===== config.mk =====
export PLATFORM = sky130hd
export DESIGN_NAME = rx_status_ctl
export DESIGN_NICKNAME = d
export VERILOG_FILES = /design/src/rtl/rx_status_ctl.sv
export SDC_FILE = /design/constraint.sdc
export NUM_CORES = 1
export LEC_CHECK = 0
export ABC_AREA = 1
export BUFFER_PORTS_ARGS = -buffer_cell sky130_fd_sc_hd__buf_2
export CAP_MARGIN = 40
export CELL_PAD_IN_SITES_DETAIL_PLACEMENT = 1
export CELL_PAD_IN_SITES_GLOBAL_PLACEMENT = 1
export CORE_MARGIN = 10
export CORE_UTILIZATION = 35
export CTS_BUF_LIST = sky130_fd_sc_hd__clkbuf_16
export CTS_CLUSTER_DIAMETER = 120
export DETAILED_ROUTE_END_ITERATION = 12
export PLACE_DENSITY = 0.65
export SLEW_MARGIN = 20
export SYNTH_ARGS = -nofsm -noshare
export SYNTH_HDL_FRONTEND = slang
export SYNTH_SLANG_ARGS = --single-unit

===== constraint.sdc =====
create_clock -name clk -period 1.93 [get_ports clk]
set_input_delay 0.193 -clock clk [delete_from_list [all_inputs] [get_ports clk]]
set_output_delay 0.193 -clock clk [all_outputs]
set_load 0.01 [all_outputs]

===== src/rtl/rx_status_ctl.sv =====
module rx_status_ctl #(
  parameter int LINE_BYTES  = 4,
  parameter int DEPTH_LINES = 8,
  parameter int HALF_LINES  = 5
) (
  input  logic                    clk,
  input  logic                    rst_n,
  input  logic                    wr_en,
  input  logic [7:0]              wr_byte,
  input  logic                    rd_en,
  output logic [8*LINE_BYTES-1:0] rd_word,
  input  logic                    close_evt,
  input  logic                    dma_mode,
  input  logic                    ie_half,
  input  logic                    ie_bc,
  input  logic                    ie_dcd,
  input  logic                    ie_ri,
  input  logic                    ack_we,
  input  logic [2:0]              ack_clr,
  input  logic                    dcd_in,
  input  logic                    ri_in,
  output logic [5:0]              status,
  output logic                    irq
);
  localparam int DEPTH_BYTES = LINE_BYTES * DEPTH_LINES;
  localparam int CW = $clog2(DEPTH_BYTES + 1);
  localparam int AW = $clog2(DEPTH_BYTES);
  localparam int LW = $clog2(DEPTH_LINES);
  localparam int IW = $clog2(LINE_BYTES);
  localparam int HALF_LVL = HALF_LINES * LINE_BYTES;
  localparam int NEAR_LVL = (DEPTH_LINES - 1) * LINE_BYTES;

  logic [7:0]    mem [DEPTH_BYTES];
  logic [AW-1:0] wptr;
  logic [LW-1:0] rptr;
  logic [CW-1:0] count;
  logic          bc, dcd_chg, ri_chg;
  logic [2:0]    dcd_s, ri_s;

  wire wr_ok    = wr_en && (count < CW'(DEPTH_BYTES));
  wire has_line = count >= CW'(LINE_BYTES);
  wire rd_ok    = rd_en && has_line && !bc;
  wire half     = count >= CW'(HALF_LVL);
  wire near     = count >= CW'(NEAR_LVL);
  wire dcd_edge = dcd_s[2] ^ dcd_s[1];
  wire ri_edge  = ri_s[2] ^ ri_s[1];

  for (genvar i = 0; i < LINE_BYTES; i++) begin : g_word
    assign rd_word[8*i +: 8] = mem[{rptr, IW'(i)}];
  end

  always_ff @(posedge clk) begin
    if (wr_ok) mem[wptr] <= wr_byte;
  end

  always_ff @(posedge clk) begin
    if (!rst_n) begin
      wptr    <= '0;
      rptr    <= '0;
      count   <= '0;
      bc      <= 1'b0;
      dcd_chg <= 1'b0;
      ri_chg  <= 1'b0;
      dcd_s   <= '0;
      ri_s    <= '0;
    end else begin
      if (wr_ok) wptr <= wptr + 1'b1;
      if (rd_ok) rptr <= rptr + 1'b1;
      count   <= count + CW'(wr_ok) - (rd_ok ? CW'(LINE_BYTES) : CW'(0));
      bc      <= close_evt | (bc & ~dma_mode & ~(ack_we & ack_clr[0]));
      dcd_s   <= {dcd_s[1:0], dcd_in};
      ri_s    <= {ri_s[1:0], ri_in};
      dcd_chg <= (ie_dcd & dcd_edge) | (dcd_chg & ~(ack_we & ack_clr[1]));
      ri_chg  <= (ie_ri & ri_edge) | (ri_chg & ~(ack_we & ack_clr[2]));
    end
  end

  assign status = {ri_chg, dcd_chg, bc, near, half, has_line & ~bc};
  assign irq    = (ie_half & half) | (ie_bc & bc) | (ie_dcd & dcd_chg) | (ie_ri & ri_chg);

  p_no_overflow_r3: assert property (@(posedge clk) disable iff (!rst_n)
    count <= CW'(DEPTH_BYTES));
  p_full_drop_r3: assert property (@(posedge clk) disable iff (!rst_n)
    (count == CW'(DEPTH_BYTES) && wr_en && !rd_ok) |=> $stable(wptr));
  p_rd_blocked_r6: assert property (@(posedge clk) disable iff (!rst_n)
    (bc && rd_en) |=> $stable(rptr));
  p_keep_closed_r7: assert property (@(posedge clk) disable iff (!rst_n)
    (bc && !dma_mode && !(ack_we && ack_clr[0])) |=> bc);
  p_dma_clear_r8: assert property (@(posedge clk) disable iff (!rst_n)
    (dma_mode && bc && !close_evt) |=> !bc);
  p_dcd_gate_r9: assert property (@(posedge clk) disable iff (!rst_n)
    (!ie_dcd && !dcd_chg) |=> !dcd_chg);
  p_ri_gate_r10: assert property (@(posedge clk) disable iff (!rst_n)
    (!ie_ri && !ri_chg) |=> !ri_chg);
endmodule


==> results_dict.tcl, run 1 <==
set metrics [dict create \
    drt_wl_total_mm 33.07 \
    num_rows 66 \
    cts_root_buf "clkbuf_16" \
    drt-initial-drc-count 505 \
    violations "negative setup slack" \
    synth_edf_count 256 \
    core_area_um2 32450 \
    grt_usage_pct 15.35 \
    final_util_pct 45.54 \
    p_per_area_nw_per_um2 1262 \
    final_max_slew_viol_count 0 \
    drive_gt1_share_pct 25.45 \
    r2r_start "count[5]" \
    crit_end "rd_word[17]" \
    r2r_setup_slack_ns -0.06 \
    worstPathMaxFanout 7 \
    cts_tree "done" \
    async_flop_share_pct 0 \
    path_clk_slew_ns 0.06 \
    end_kind "output port" \
    cp-start-kind "flop" \
    max_freq_mhz 452.4 \
    rsz0062_at_grt "true" \
    fin_crit_sh_pct 114.5 \
    setup_violations 33 \
    synth_area_um2 11490 \
    grt_max_degree 42 \
    firstDrtPassIters 5 \
    crit_type "reg2out" \
    leakage_nw 5.384 \
    initial_utilization_pct 35.40 \
    cap_violations 0 \
    whs_ns 0.06702 \
    syn_area_per_cell_um2 11.44 \
    yosysSeqAreaShare_pct 71.44 \
    syn_nets 1044 \
    fp.dieH_um 201.2 \
    numClockSinks 282 \
    worstMarginPinSlew_ns 0.7040 \
    first_global_vias 8380 \
    io_pins 63 \
    clkLatencyLatePin_ns 0.55 \
    die_area_um2 40470 \
    synth_cell_types 24 \
    r2r_cells 13 \
    ys.flop_type "edfxtp_1" \
    drt-vias-per-instance 4.997 \
    num-nets-final 1176 \
    place_congestion 0.7439 \
    vdd_drop_max_v 0.0006572 \
    grt_pass1_wl_mm 49.22 \
    drc 0 \
    cts_max_path_buffers 3 \
    htree_levels 1 \
    io_buffers 62 \
    max-slew-margin-rel_pct 53.06 \
    antenna_found_initial 0 \
    layout-area-overhead-vs-synth_pct 28.65 \
    drtAntennaViolNets 0 \
    postSynthCellCount 1004 \
    dpl.hpwl_mm 17.51 \
    wl_per_cell_um 20.71 \
    crit_required_ns 1.74 \
    vias 7980 \
    finalHoldViolations 0 \
    cts_made_buffers 30 \
    holdCritPathClass "in2reg" \
    yosysWarnings 0 \
    ys_seq_elements 282 \
    die_x_um 201.2 \
    diodes 0 \
    setup_ws_ns -0.2802 \
    gr-total-overflow 0 \
    period_minus_slack_ns 2.210 \
    cp.arrival_ns 2.02 \
    status "complete, but fails checks" \
    finalClockSkew_ns 0.01564 \
    r2r_end "count[4]" \
]
[placed cells by master (no fill, tap or decap), types with 10 or more instances in the layout]
cell type  instances
edfxtp_1         256
nor2_1           195
buf_12            10
o21ai_2           23
buf_2             39
buf_6             28
a21oi_1           10
buf_4             47
nor2_2            38
clkbuf_16         38
o21ai_0           69
dfxtp_1           22
inv_1             37
buf_16            10
o21ai_1          104
clkinv_1          10
nand2_2           19
nand2_1          125
[layer usage]
metal / wire, um / vias to the layer above / track usage [%]
met5: 0 / - / 0
met4: 470 / 0 / 3.275
met3: 1370 / 30 / 2.281
met2: 16930 / 130 / 27.50
met1: 14300 / 4086 / 19.20
li1: - / 3734 / -
[synth_stat cells, types with 10 or more instances]
cell type / instances / area share (%)
nand3_1: 11 / 0.48
edfxtp_1: 256 / 67
inv_1: 35 / 1.1
o21ai_1: 64 / 2.8
a21oi_1: 11 / 0.48
o21ai_0: 134 / 5.8
dfxtp_1: 26 / 4.5
buf_2: 11 / 0.48
ha_1: 16 / 1.7
nor2_1: 242 / 7.9
clkbuf_1: 19 / 0.62
nand2_1: 144 / 4.7
buf_4: 10 / 0.65
[critical path, cell delays in order, from the launching register on]
cell,delay [ns]
dfxtp_4,0.48
clkinv_8,0.12
buf_12,0.17
clkbuf_16,0.17
o21ai_1,0.18
o21ai_1,0.09
nand2_1,0.07
nand2_1,0.05
buf_2,0.14
[what timing repair did]
| action | in CTS | in global routing |
|---|---|---|
| pin swaps | 17 | 46 |
| resized for setup | 123 | 111 |
| endpoints found under the hold margin | 7 | 0 |
| setup endpoints to repair | 37 | 38 |
| setup buffers | 6 | 4 |
| hold buffers | 9 | 0 |
| cloned | 11 | 7 |
[cell type report]
class,instances,area (um2)
timing repair buffer,155,1749
clock inverter,20,85.08
inverter,36,152.6
clock buffer,31,775.7
sequential,282,8218
fill,3379,17670
multi-input combinational,631,3247
tap,442,553.0
[per-stage QoR]
| step | instance area (um2) | setup TNS (ns) | total power (W) | setup slack (ns) | std cells |
|---|---|---|---|---|---|
| 2_1_floorplan | 11510 | 0 | 0.009779 | 0.008207 | 1004 |
| 3_3_place_gp | 12610 | -0.003038 | 0.01136 | -0.003038 | 1512 |
| 3_5_place_dp | 12610 | -0.1606 | 0.01147 | -0.08547 | 1512 |
| 4_1_cts | 14240 | -6.519 | 0.01790 | -0.2504 | 1588 |
| 5_1_grt | 14780 | -10.70 | 0.01963 | -0.3803 | 1597 |
| 6_report | 14780 | -7.196 | 0.01865 | -0.2802 | 1597 |
[worst min path at each step]
stage,slack [ns],to,startpoint,depth (start not counted)
final,0.07,count[1],rst_n,4
after global routing,0.09,rptr[0],rst_n,4
after CTS,0.06,count[1],rst_n,4
after detailed placement,0.39,dcd_s[0],dcd_in,3
after global placement,0.38,dcd_s[0],dcd_in,3
after floorplan,0.29,dcd_s[0],dcd_in,2
[power breakdown]
group	switching (W)	total (W)	leakage, nW	internal [W]
Combinational	0.00354	0.00651	2.42	0.00298
Sequential	0.000186	0.00702	2.52	0.00684
Clock	0.00226	0.00512	0.447	0.00286
[logic make-up (layout without fill, tap and decap cells)]
family	after synthesis	in the layout	synth area share, %
buffers and inverters	91	242	4.106
AND/OR/NAND/NOR	403	403	13.40
flip-flops	282	282	71.44
XOR/XNOR	2	2	0.1525
AO/OA/AOI/OAI	210	210	9.159
adder cells (fa/ha/maj)	16	16	1.743
[sequential cells by signal (all words and copies together), names as in the netlist, named ones only]
register,cells
ri_chg,1
mem,256
dcd_chg,1
wptr,5
rptr,3
count,6
bc,1
ri_s,3
dcd_s,3
Note: power is estimated with default switching activity, not from simulation.
==> run 2: changes to the inputs <==
--- a/config.mk
+++ b/config.mk
@@ -16,6 +16,7 @@
 export CTS_CLUSTER_DIAMETER = 120
 export DETAILED_ROUTE_END_ITERATION = 12
 export PLACE_DENSITY = 0.65
+export REMOVE_ABC_BUFFERS = 1
 export SLEW_MARGIN = 20
 export SYNTH_ARGS = -nofsm -noshare
 export SYNTH_HDL_FRONTEND = slang
==> results_dict.tcl, run 2 (synthesis gave the netlist of run 1 again) <==
set metrics [dict create \
    place_congestion 0.7574 \
    r2r_end "count[4]" \
    p_per_area_nw_per_um2 1260 \
    switching_share_pct 32.43 \
    worstPathMaxFanout 9 \
    largest_reg_flops 256 \
    setup_violations 32 \
    layout-area-overhead-vs-synth_pct 28.00 \
    drt-vias-per-instance 4.955 \
    gr-total-overflow 0 \
    end_kind "output port" \
    placed_cell_area_um2 12510 \
    grt_max_degree 43 \
    io_buffers 62 \
    rsz0062_at_grt "true" \
    drt_wl_total_mm 32.76 \
    first_global_vias 8690 \
    period_minus_slack_ns 2.201 \
    drtAntennaViolNets 0 \
    cp.arrival_ns 2.01 \
    fin_cells 1602 \
    clock_power_share_pct 29.1 \
    fill_cells 3413 \
    switching_power_w 0.006008 \
    final_area_um2 14710 \
    crit_type "reg2out" \
    cts_tree "done" \
    max_freq_mhz 454.3 \
    tns_ns -6.307 \
    vias 7938 \
    grt_pass1_wl_mm 49.92 \
    max-slew-margin-rel_pct 53.16 \
    worstMarginPinSlew_ns 0.7026 \
    htree_levels 1 \
    mostFrequentLayoutCell "edfxtp_1" \
    numClockSinks 282 \
    cp-start-kind "flop" \
    drive_gt1_share_pct 25.43 \
    grt_usage_pct 15.55 \
    firstDrtPassIters 4 \
    largestRegisters "mem: 256 flops, count: 6 flops, wptr: 5 flops" \
    setup_ws_ns -0.2710 \
    drc 0 \
    clkLatencyLatePin_ns 0.55 \
    status "complete, but fails checks" \
    top_register "mem" \
    r2r_setup_slack_ns 0.04 \
    place_inst 1509 \
    fin_crit_sh_pct 114.0 \
    num_rows 66 \
    cts_made_buffers 31 \
    cap_violations 0 \
    antenna_found_initial 0 \
    finalHoldViolations 0 \
    crit_end "rd_word[5]" \
    p_comb_share_pct 33.2 \
    final_cell_mix "edfxtp_1 (256), nor2_1 (187), nand2_1 (134)" \
    diodes 0 \
    dpl.hpwl_mm 17.36 \
    finalClockSkew_ns 0.01152 \
    holdCritPathClass "in2reg" \
    initial_utilization_pct 35.40 \
    num-nets-final 1176 \
    wl_per_cell_um 20.45 \
    final_max_slew_viol_count 0 \
    r2r_cells 12 \
    path_clk_slew_ns 0.06 \
    p_seq_share_pct 37.8 \
    crit_required_ns 1.74 \
    core_area_um2 32450 \
    cts_max_path_buffers 3 \
    violations "negative setup slack" \
    die_x_um 201.2 \
    vdd_drop_max_v 0.0007927 \
    fp.dieH_um 201.2 \
    leakage_nw 5.323 \
    die_area_um2 40470 \
    io_pins 63 \
    drt-initial-drc-count 347 \
    p_int_w 0.01252 \
    cts_root_buf "clkbuf_16" \
    r2r_start "count[4]" \
    total_power_w 0.01852 \
]
## run 2: stage by stage
stage	hold WS, ns	util (%)	setup WS, ns
6_report	0.08411	45.31	-0.2710
5_1_grt	0.1015	45.31	-0.3441
4_1_cts	0.07740	43.91	-0.2236
3_5_place_dp	0.3905	38.54	-0.1721
3_3_place_gp	0.3798	38.54	-0.1050
2_1_floorplan	0.2865	-	-3.043
## run 2: timing repair
action,4_1_cts,5_1_grt
setup buffers,12,1
pin swaps,25,35
hold endpoints to repair,7,0
setup endpoints to repair,38,38
cloned,14,4
gates resized for setup,101,145
hold buffers,9,0
## run 2: area by class of cell
| type | instances | area [um2] | area share, % |
|---|---|---|---|
| clock buffers | 31 | 775.7 | 5.275 |
| clock inverters | 26 | 146.4 | 0.9955 |
| inverters | 36 | 152.6 | 1.038 |
| multi-input cells | 631 | 3278 | 22.29 |
| flip-flops and latches | 282 | 8218 | 55.88 |
| well taps | 442 | 553.0 | 3.761 |
| repair buffers | 154 | 1582 | 10.75 |
## run 2: worst max-delay path, stage by stage, from the launching register on
cell and delay, ns:
dfxtp_4 0.47, clkinv_8 0.14, buf_12 0.18, clkbuf_16 0.18
nor2_1 0.12, o21ai_1 0.10, nand2_1 0.09, nand2_2 0.06
buf_6 0.12
## run 2: worst min path at each step
stage / end / slack, ns / startpoint / cells after the start
2_1_floorplan: count[0] / 0.29 / rst_n / 2
3_3_place_gp: dcd_s[0] / 0.38 / dcd_in / 3
3_5_place_dp: ri_s[0] / 0.39 / ri_in / 3
4_1_cts: count[0] / 0.08 / rst_n / 4
5_1_grt: ri_s[0] / 0.10 / rst_n / 4
6_report: count[1] / 0.08 / rst_n / 3
## run 2: metal layers
layer	GRT usage, %	up-vias	part of all wire, %
li1	-	3740	-
met3	2.731	63	4.9
met5	0	-	0
met1	18.79	3956	42
met4	4.752	0	2.9
met2	27.66	179	51
## run 2: power by group through the flow
| stage | registers, W | clock network (W) | logic (W) |
|---|---|---|---|
| 2_1_floorplan | 0.00729 | 0 | 0.00219 |
| 3_3_place_gp | 0.00708 | 0 | 0.00404 |
| 3_5_place_dp | 0.00710 | 0 | 0.00417 |
| 4_1_cts | 0.00698 | 0.00547 | 0.00551 |
| 5_1_grt | 0.00702 | 0.00575 | 0.00681 |
| 6_report | 0.00700 | 0.00538 | 0.00614 |
